### src/rtl/cta_pkg.sv
package cta_pkg;

    parameter int XLEN = 32;
    localparam int CAUSE_W = 4;
    localparam int KIND_W = 3;
    localparam int INSN_BYTES = 4;
    localparam int HALF_BIT = 1;

    localparam logic [CAUSE_W-1:0] CAUSE_FETCH_MISALIGN = '0;

    typedef enum logic [KIND_W-1:0] {
        XFER_SEQ  = 3'd0,
        XFER_JAL  = 3'd1,
        XFER_JALR = 3'd2,
        XFER_BR   = 3'd3,
        XFER_MRET = 3'd4
    } xfer_kind_e;

    typedef struct packed {
        logic            valid;
        xfer_kind_e      kind;
        logic            taken;
        logic            c_en;
        logic [XLEN-1:0] pc;
        logic [XLEN-1:0] target;
        logic [XLEN-1:0] jalr_sum;
        logic [XLEN-1:0] saved_epc;
    } xfer_req_t;

    typedef struct packed {
        logic            check;
        logic            redirect;
        logic            link;
        logic            epc_is_target;
        logic [XLEN-1:0] target;
    } xfer_plan_t;

    typedef struct packed {
        logic               redirect_valid;
        logic [XLEN-1:0]    redirect_pc;
        logic               trap_req;
        logic [CAUSE_W-1:0] cause;
        logic [XLEN-1:0]    tval;
        logic [XLEN-1:0]    epc;
        logic               link_we;
    } xfer_result_t;

    function automatic logic [XLEN-1:0] clear_lsb(input logic [XLEN-1:0] a);
        return {a[XLEN-1:1], 1'b0};
    endfunction

    function automatic logic half_misaligned(input logic [XLEN-1:0] a, input logic c_en);
        return !c_en && a[HALF_BIT];
    endfunction

endpackage

### src/rtl/cta_target_sel.sv
module cta_target_sel
    import cta_pkg::*;
(
    input  xfer_req_t  req,
    output xfer_plan_t plan
);
    localparam logic [XLEN-1:0] SEQ_STEP = XLEN'(INSN_BYTES);

    always_comb begin
        plan = '0;
        unique case (req.kind)
            XFER_SEQ: begin
                plan.check         = 1'b1;
                plan.epc_is_target = 1'b1;
                plan.target        = req.pc + SEQ_STEP;
            end
            XFER_JAL: begin
                plan.check    = 1'b1;
                plan.redirect = 1'b1;
                plan.link     = 1'b1;
                plan.target   = req.target;
            end
            XFER_JALR: begin
                plan.check    = 1'b1;
                plan.redirect = 1'b1;
                plan.link     = 1'b1;
                plan.target   = clear_lsb(req.jalr_sum);
            end
            XFER_BR: begin
                plan.check    = req.taken;
                plan.redirect = req.taken;
                plan.target   = req.target;
            end
            XFER_MRET: begin
                plan.check         = 1'b1;
                plan.redirect      = 1'b1;
                plan.epc_is_target = 1'b1;
                plan.target        = clear_lsb(req.saved_epc);
            end
            default: plan = '0;
        endcase
    end
endmodule

### config.mk
export PLATFORM = sky130hd
export DESIGN_NAME = cta_target_sel
export DESIGN_NICKNAME = d
export VERILOG_FILES = /design/src/rtl/cta_pkg.sv /design/src/rtl/cta_target_sel.sv
export SDC_FILE = /design/constraint.sdc
export NUM_CORES = 1
export LEC_CHECK = 0
export ABC_CLOCK_PERIOD_IN_PS = 5700
export CORE_MARGIN = 10
export CORE_UTILIZATION = 30
export DETAILED_ROUTE_END_ITERATION = 10
export GPL_TIMING_DRIVEN = 0
export PLACE_DENSITY = 0.9
export SYNTH_ARGS = -nofsm -noshare
export SYNTH_HDL_FRONTEND = slang
export SYNTH_SLANG_ARGS = --single-unit
### constraint.sdc
create_clock -name vclk -period 5.7
set_input_delay 1.71 -clock vclk [all_inputs]
set_output_delay 1.71 -clock vclk [all_outputs]
set_load 0.02 [all_outputs]
# Yosys cells after proc, flatten, opt, wreduce, memory -nomap -nowiden
# Index checks and enable logic that the tools add are counted.
dict set report word_totals {
  out_inout_bits 36
  input_bits 134
  register_bits 0
  elab_cells 16
}
dict set report op_classes {
  eq_ne 4
  addsub 1
  reduce_logical 6
  muxes 5
}
# cell count
set op_table {}
lappend op_table {{one-hot mux 32 bit (4 select lines)} 1}
lappend op_table {{adder 32 x 3 -> 32 bit, second input constant} 1}
lappend op_table {{equality test 3 x 2 -> 1 bit, second input constant} 2}
lappend op_table {{OR reduction 2 bit} 3}
lappend op_table {{one-hot mux 1 bit (2 select lines)} 2}
lappend op_table {{OR reduction 4 bit} 1}
lappend op_table {{equality test 3 x 1 -> 1 bit, second input constant} 1}
lappend op_table {{equality test 3 bit, second input constant} 1}
lappend op_table {{logical NOT 3 bit} 1}
lappend op_table {{OR reduction 3 bit} 1}
lappend op_table {{2-to-1 mux 1 bit} 2}

# Depth between registers and ports, before layout
# Gate-level depths: netlist (run 1).
dict set report logic_depth {
  ltp_word 3
  mapped_depth 7
  depth_no_buf 6
}

# Least setup slack after synthesis (run 1)
# Ideal clock, no wire load.
dict set report synth_path {
  path_kind {in2out}
  startpoint {input req[130] (netlist bit)}
  endpoint {output plan[5] (netlist bit)}
  t_required_ps 3990
  n_path_buf 2
  cell_stages 6
  t_arrival_ps 3037
  slack_ps 953
  path_cell_list {nor2_1 and2_1 buf_2 buf_2 a21oi_1 o21ai_0}
}
# item line
set synth_rtl {}
lappend synth_rtl {{start: declaration} cta_target_sel.sv:4} ;# input xfer_req_t req,
lappend synth_rtl {{end: declaration} cta_target_sel.sv:5} ;# output xfer_plan_t plan

==> reports/metrics.cfg, run 1 <==
[grt]
grt_pass1_vias=2567
grtUsageMet3_pct=6.20
grt_overflow_total=0
grt_pass1_wl_um=12900
grt_max_degree=11
track_usage_pct=20.4
grt_antenna_before_repair=0
gr-usage-met2_pct=39.5
grtUsageMet1_pct=21.5
globalRoute.busiestLayer=met2

[logic_synthesis]
synthTopCellsByArea=a22oi_1 13%, xor2_1 11%, nand2_1 7.1%
synth_nets=360
syn_area_per_cell_um2=6.37
synth_top_cell_by_area=a22oi_1
syn_area_um2=1430
synthCells=225
ys_types=33
synth.top_cell.area_share_pct=13.1
ys_seq_area_share_pct=0
yosysWarnings=0

[power]
ir_drop_mv=0.0443
cellLeakagePower_uw=0.00135
p_per_area_nw_per_um2=76.9

[cells_and_area]
register_area_um2=0
clkbuf_count=0
syn_to_final_growth_pct=128
seq_cell_count=0
postLayoutCoreUtil_pct=70.1
final_nets=537
diodes=0
drive_above_1_share_pct=8.25

[floorplan]
rows=25
core-area_um2=4660
ioPinCount=170
start_util_pct=30.7
die_h_um=89.1
chipWidth_um=89.1
dieArea_um2=7940

[routing]
antenna_left=0
drc=0
wl_per_cell_um=19.9
drt_iter0_drc=129
drt_first_pass_iters=4
via_count=2496
vias_per_cell=5.50
wl_um=9050

[sta]
rsz0062_at_grt=yes
tightest_slew_ns=0.637
slew_violations=0
setup_viol=0
period_needed_ns=5.60
final_hold_viol_count=0
setup-tns-final_ns=0
max-slew-margin-rel_pct=57.2
max_freq_ghz=0.178
period_share_pct=98.3

[setup_path]
criticalPathCategory=input port to primary output
crit_chain=clkdlybuf4s50_1, ha_1, inv_1, nor2_4, nand3_1, xnor2_1, a221o_1, clkdlybuf4s50_1
critPathArrivalTime_ns=3.89
crit_path_top_delay_cell=clkdlybuf4s50_1
worst-path-max-fanout=6
critical_path.most_common_cell=clkdlybuf4s50_1
end_kind=primary output
cpPeakStageDelay_ns=0.56
cp.required_ns=3.99
crit_path_start_kind=input port

[hold_path]
min_path_type=input port to primary output

[run_status]
status=complete, no violations

[cts]
cts_hold_buf=0

[placement]
portBuffers=166
place_congestion=0.863
dp_hpwl_um=7480

[flow_run]
maxCapViolations=0

cells in the final DEF (no fill, tap or decap), drive strengths merged:
cell           count
nor3               4
a222oi             2
o221ai            12
clkdlybuf4s50    140
clkdlybuf4s15      2
a221o              5
and4               1
clkdlybuf4s18      1
nand2             27
mux2i              4
ha                 1
and3               7
xor2              18
o21ai             17
a21oi             11
nor2b              3
a22oi             25
and2               4
dlygate4sd2       14
buf               15
or3                1
nand4              9
xnor2             11
clkbuf            11
dlymetal6s2s      10
o21a               1
nand3             17
nor2              24
nor4               1
inv                2
logic make-up (layout without fill, tap and decap cells):
kind of cell    count (synthesis)  after routing  synth area share [%]
xor+xnor                       29             29                  17.7
compound gates                 73             73                  36.9
buf+inv                        20            195                  6.20
mux                             4              4                  2.79
fa+ha+maj                       1              1                 0.873
simple gates                   98             98                  35.5
through the flow:
step | setup slack (ns) | hold WS [ns] | instance area (um2) | instances | power (uW)
6_report | 0.0963 | 4.18 | 3270 | 454 | 251
2_1_floorplan | 0.953 | 3.54 | 1430 | 225 | 96.0
5_1_grt | -0.0332 | 4.21 | 3270 | 454 | 268
3_3_place_gp | -0.207 | 4.48 | 3160 | 445 | 252
3_5_place_dp | -0.275 | 4.48 | 3160 | 445 | 256
4_1_cts | 0.00292 | 4.29 | 3220 | 452 | 252
cell type report:
cell class / count / area (um2)
Inverter: 2 / 7.51
Tap cell: 54 / 67.6
Multi-Input combinational cell: 205 / 1360
Fill cell: 408 / 1390
Timing Repair Buffer: 175 / 1740
Buffer: 18 / 92.6
cell usage after synthesis (all sizes together):
master  count
a21oi      11
a221o       5
a222oi      2
a22oi      25
and2        4
and3        7
and4        1
buf         6
clkbuf     12
ha          1
inv         2
mux2i       4
nand2      27
nand3      17
nand4       9
nor2       24
nor2b       3
nor3        4
nor4        1
o21a        1
o21ai      17
o221ai     12
or3         1
xnor2      11
xor2       18
path summary, 6_finish.rpt:
path / startpoint / endpoint / slack [ns] / cells past startpoint
max: req[98] / plan[10] / 0.1 / 8
min: req[65] / plan[1] / 4.18 / 4
report_power, final:
group | total [uW] | internal [uW] | switching, uW
combinational | 251 | 142 | 109
sequential | 0 | 0 | 0
clock | 0 | 0 | 0
total | 251 | 142 | 109
worst max-delay path, delay by kind of cell:
kind	cells	cell delay, ns
adders and majority gates	1	0.23
AOI/OAI and AO/OA	1	0.31
xor gates and xnor gates	1	0.14
and+or+nand+nor	2	0.30
buffers and inverters	3	1.21
routing by layer:
layer | wire, um | share of wire (%) | vias up
met4 | 61 | 0.67 | 0
li1 | - | - | 1211
met5 | 0 | 0 | -
met2 | 4720 | 52 | 117
met3 | 1010 | 11 | 4
met1 | 3260 | 36 | 1164
repair_timing:
item,CTS,global route
setup endpoints to repair,31,15
pin swaps,3,2
gates cloned,0,0
gates resized for setup,26,17
buffers inserted,7,2
Note: power is estimated with default switching activity, not from simulation.
==> run 2: changes to the inputs <==
--- a/config.mk
+++ b/config.mk
@@ -5,12 +5,12 @@
 export SDC_FILE = /design/constraint.sdc
 export NUM_CORES = 1
 export LEC_CHECK = 0
+export ABC_AREA = 1
 export ABC_CLOCK_PERIOD_IN_PS = 5700
 export CORE_MARGIN = 10
-export CORE_UTILIZATION = 30
+export CORE_UTILIZATION = 33
 export DETAILED_ROUTE_END_ITERATION = 10
-export GPL_TIMING_DRIVEN = 0
-export PLACE_DENSITY = 0.9
+export PLACE_DENSITY = 0.91
 export SYNTH_ARGS = -nofsm -noshare
 export SYNTH_HDL_FRONTEND = slang
 export SYNTH_SLANG_ARGS = --single-unit
==> run 2 against run 1 <==
Compared with the run above:
- power increased by 2.1%
- die area rose by 5.4%
- sequential cell count did not move
- area after synthesis is 18% higher
- count of clock-buffer cells in the layout stayed put
- critical path depth is 2 higher
- global-route usage up 1.0 points
- largest power group unchanged
- first-iteration DRC count up 9.3%
- sequential share of layout area stayed put
- cell area increased by 5.8%
- worst hold slack better by 0.0069 ns
==> reports/metrics.cfg, run 2 <==
[run_status]
status=complete, no violations  ; unchanged

[setup_path]
crit_end=plan[27]  ; was plan[10]
worst-path-max-fanout=4  ; was 6
startpoint=req[98]  ; unchanged
critPathArrivalTime_ns=3.87  ; was 3.89 ns
crit_path_top_delay_cell=clkdlybuf4s50_1  ; unchanged
end_kind=primary output  ; unchanged
cpPeakStageDelay_ns=0.61  ; was 0.56 ns
cp.required_ns=3.99  ; about the same
critical_path.most_common_cell=nand2_1  ; was clkdlybuf4s50_1
crit_chain=clkdlybuf4s50_1, inv_1, nor2_4, nand2_2, nor2_1, nand2_1, nand2_1, nand3_1, nand2_1, clkdlybuf4s50_1  ; was clkdlybuf4s50_1, ha_1, inv_1, nor2_4, nand3_1, xnor2_1, a221o_1, clkdlybuf4s50_1
crit_path_start_kind=input port  ; unchanged
criticalPathCategory=input port to primary output  ; unchanged

[placement]
placedInstanceArea_um2=3440  ; was 3160 um2
portBuffers=166  ; unchanged
place_congestion=0.892  ; was 0.863
dp_hpwl_um=8560  ; was 7480 um

[power]
p_per_area_nw_per_um2=74.2  ; was 76.9 nW/um2
cellLeakagePower_uw=0.00161  ; was 0.00135 uW
power.total_uw=257  ; was 251 uW
ir_drop_mv=0.0499  ; was 0.0443 mV

[cells_and_area]
final_area_um2=3460  ; was 3270 um2
diodes=0  ; unchanged
seq_cell_count=0  ; unchanged
fillers=421  ; was 408
layout_common_cells=193 x nand2_1, 160 x clkdlybuf4s50_1, 36 x nor2_1  ; was 140 x clkdlybuf4s50_1, 27 x nand2_1, 25 x a22oi_1
drive_above_1_share_pct=4.80  ; was 8.25%
final_nets=679  ; was 537
clkbuf_count=0  ; unchanged
final_common_cell=nand2_1  ; was clkdlybuf4s50_1
register_area_um2=0  ; unchanged
syn_to_final_growth_pct=105  ; was 128%
multi_input_area_um2=1500  ; was 1360 um2

[logic_synthesis]
ys_top_cells_by_count=193 x nand2_1, 36 x nor2_1, 32 x nand3_1  ; was 27 x nand2_1, 25 x a22oi_1, 22 x nor2_1
yosysMostFrequentCell=nand2_1  ; unchanged
ys_types=25  ; was 33
synth_top_cell_by_area=nand2_1  ; was a22oi_1
synthTopCellsByArea=nand2_1 43%, nand3_1 9.5%, a21oi_1 8.6%  ; was a22oi_1 13%, xor2_1 11%, nand2_1 7.1%
syn_area_per_cell_um2=4.42  ; was 6.37 um2
ys_seq_area_share_pct=0  ; unchanged
syn_area_um2=1690  ; was 1430 um2
yosysWarnings=0  ; unchanged
synthCells=381  ; was 225
synth.top_cell.area_share_pct=43.0  ; was 13.1%
synth_nets=516  ; was 360

[cts]
cts_hold_buf=0  ; unchanged
post_cts_buffers=0  ; was 7

[routing]
drt_first_pass_iters=4  ; unchanged
drc=0  ; unchanged
vias_per_cell=4.94  ; was 5.50
wl_um=9610  ; was 9050 um
drt_iter0_drc=141  ; was 129
wl_per_cell_um=15.8  ; was 19.9 um
antenna_left=0  ; unchanged
via_count=3010  ; was 2496

[sta]
slew_violations=0  ; unchanged
period_needed_ns=5.58  ; was 5.60 ns
final_hold_viol_count=0  ; unchanged
max_freq_ghz=0.179  ; was 0.178 GHz
setup-tns-final_ns=0  ; unchanged
max-slew-margin-rel_pct=75.5  ; was 57.2%
rsz0062_at_grt=no  ; was yes
period_share_pct=98.0  ; was 98.3%
tightest_slew_ns=0.367  ; was 0.637 ns
setup_viol=0  ; unchanged

[floorplan]
die_h_um=91.5  ; was 89.1 um
rows=25  ; unchanged
ioPinCount=170  ; unchanged
start_util_pct=34.8  ; was 30.7%
chipWidth_um=91.5  ; was 89.1 um
dieArea_um2=8370  ; was 7940 um2
core-area_um2=4850  ; was 4660 um2

[grt]
grt_max_degree=22  ; was 11
grt_pass1_wl_um=15100  ; was 12900 um
grt_antenna_before_repair=0  ; unchanged
grt_overflow_total=0  ; unchanged
track_usage_pct=21.4  ; was 20.4%
grt_pass1_vias=3042  ; was 2567

[hold_path]
hold_depth=4  ; unchanged
min_path_type=input port to primary output  ; unchanged

[flow_run]
maxCapViolations=0  ; unchanged

-- run 2: stage by stage --
step                      utilization (%)  hold slack, ns  setup WS, ns  std cells
after floorplan                         -            3.47          1.21        381
after CTS                            71.0            4.51        0.0736        609
after global placement               71.0            4.50         0.123        609
final                                71.3            4.19         0.117        609
after detailed placement             71.0            4.50        0.0832        609
after global routing                 71.3            4.22      0.000128        609
-- run 2: routing by layer --
| metal | track usage (%) | routed length (um) |
|---|---|---|
| met1 | 23.4 | 3580 |
| met2 | 41.5 | 5180 |
| met3 | 5.27 | 773 |
| met4 | 1.70 | 74 |
| met5 | 0 | 0 |
-- run 2: kinds of logic (layout without fill, tap and decap cells) --
kind of cell	count (synthesis)	count (layout)	synth area share [%]
compound gates	43	43	13.8
simple gates	292	292	73.9
buf+inv	44	205	11.0
xor+xnor	1	1	0.520
fa+ha+maj	1	1	0.742
-- run 2: final cells by class --
type / count / area share, %
tap: 67 / 2.42
inverter: 32 / 3.47
multi-input combinational: 337 / 43.4
timing repair buffer: 173 / 50.7
-- run 2: worst min-delay path by stage --
stage | startpoint | end
final | req[60] | plan[28]
after global routing | req[58] | plan[26]
after CTS | req[68] | plan[4]
after detailed placement | req[68] | plan[4]
after global placement | req[33] | plan[1]
after floorplan | req[131] | plan[32]
-- run 2: critical path: cells and delay by family --
family	cells	cell delay, ns
simple gates	7	0.89
buf+inv	3	1.27
-- run 2: what timing repair did --
item / CTS / global route
endpoints found under the setup margin: 0 / 6
resized for setup: 0 / 6
endpoints found under the hold margin: 0 / 0
-- run 2: where the power goes --
| group | internal (uW) | switching, uW |
|---|---|---|
| combinational | 143 | 114 |
| sequential | 0 | 0 |
| clock | 0 | 0 |
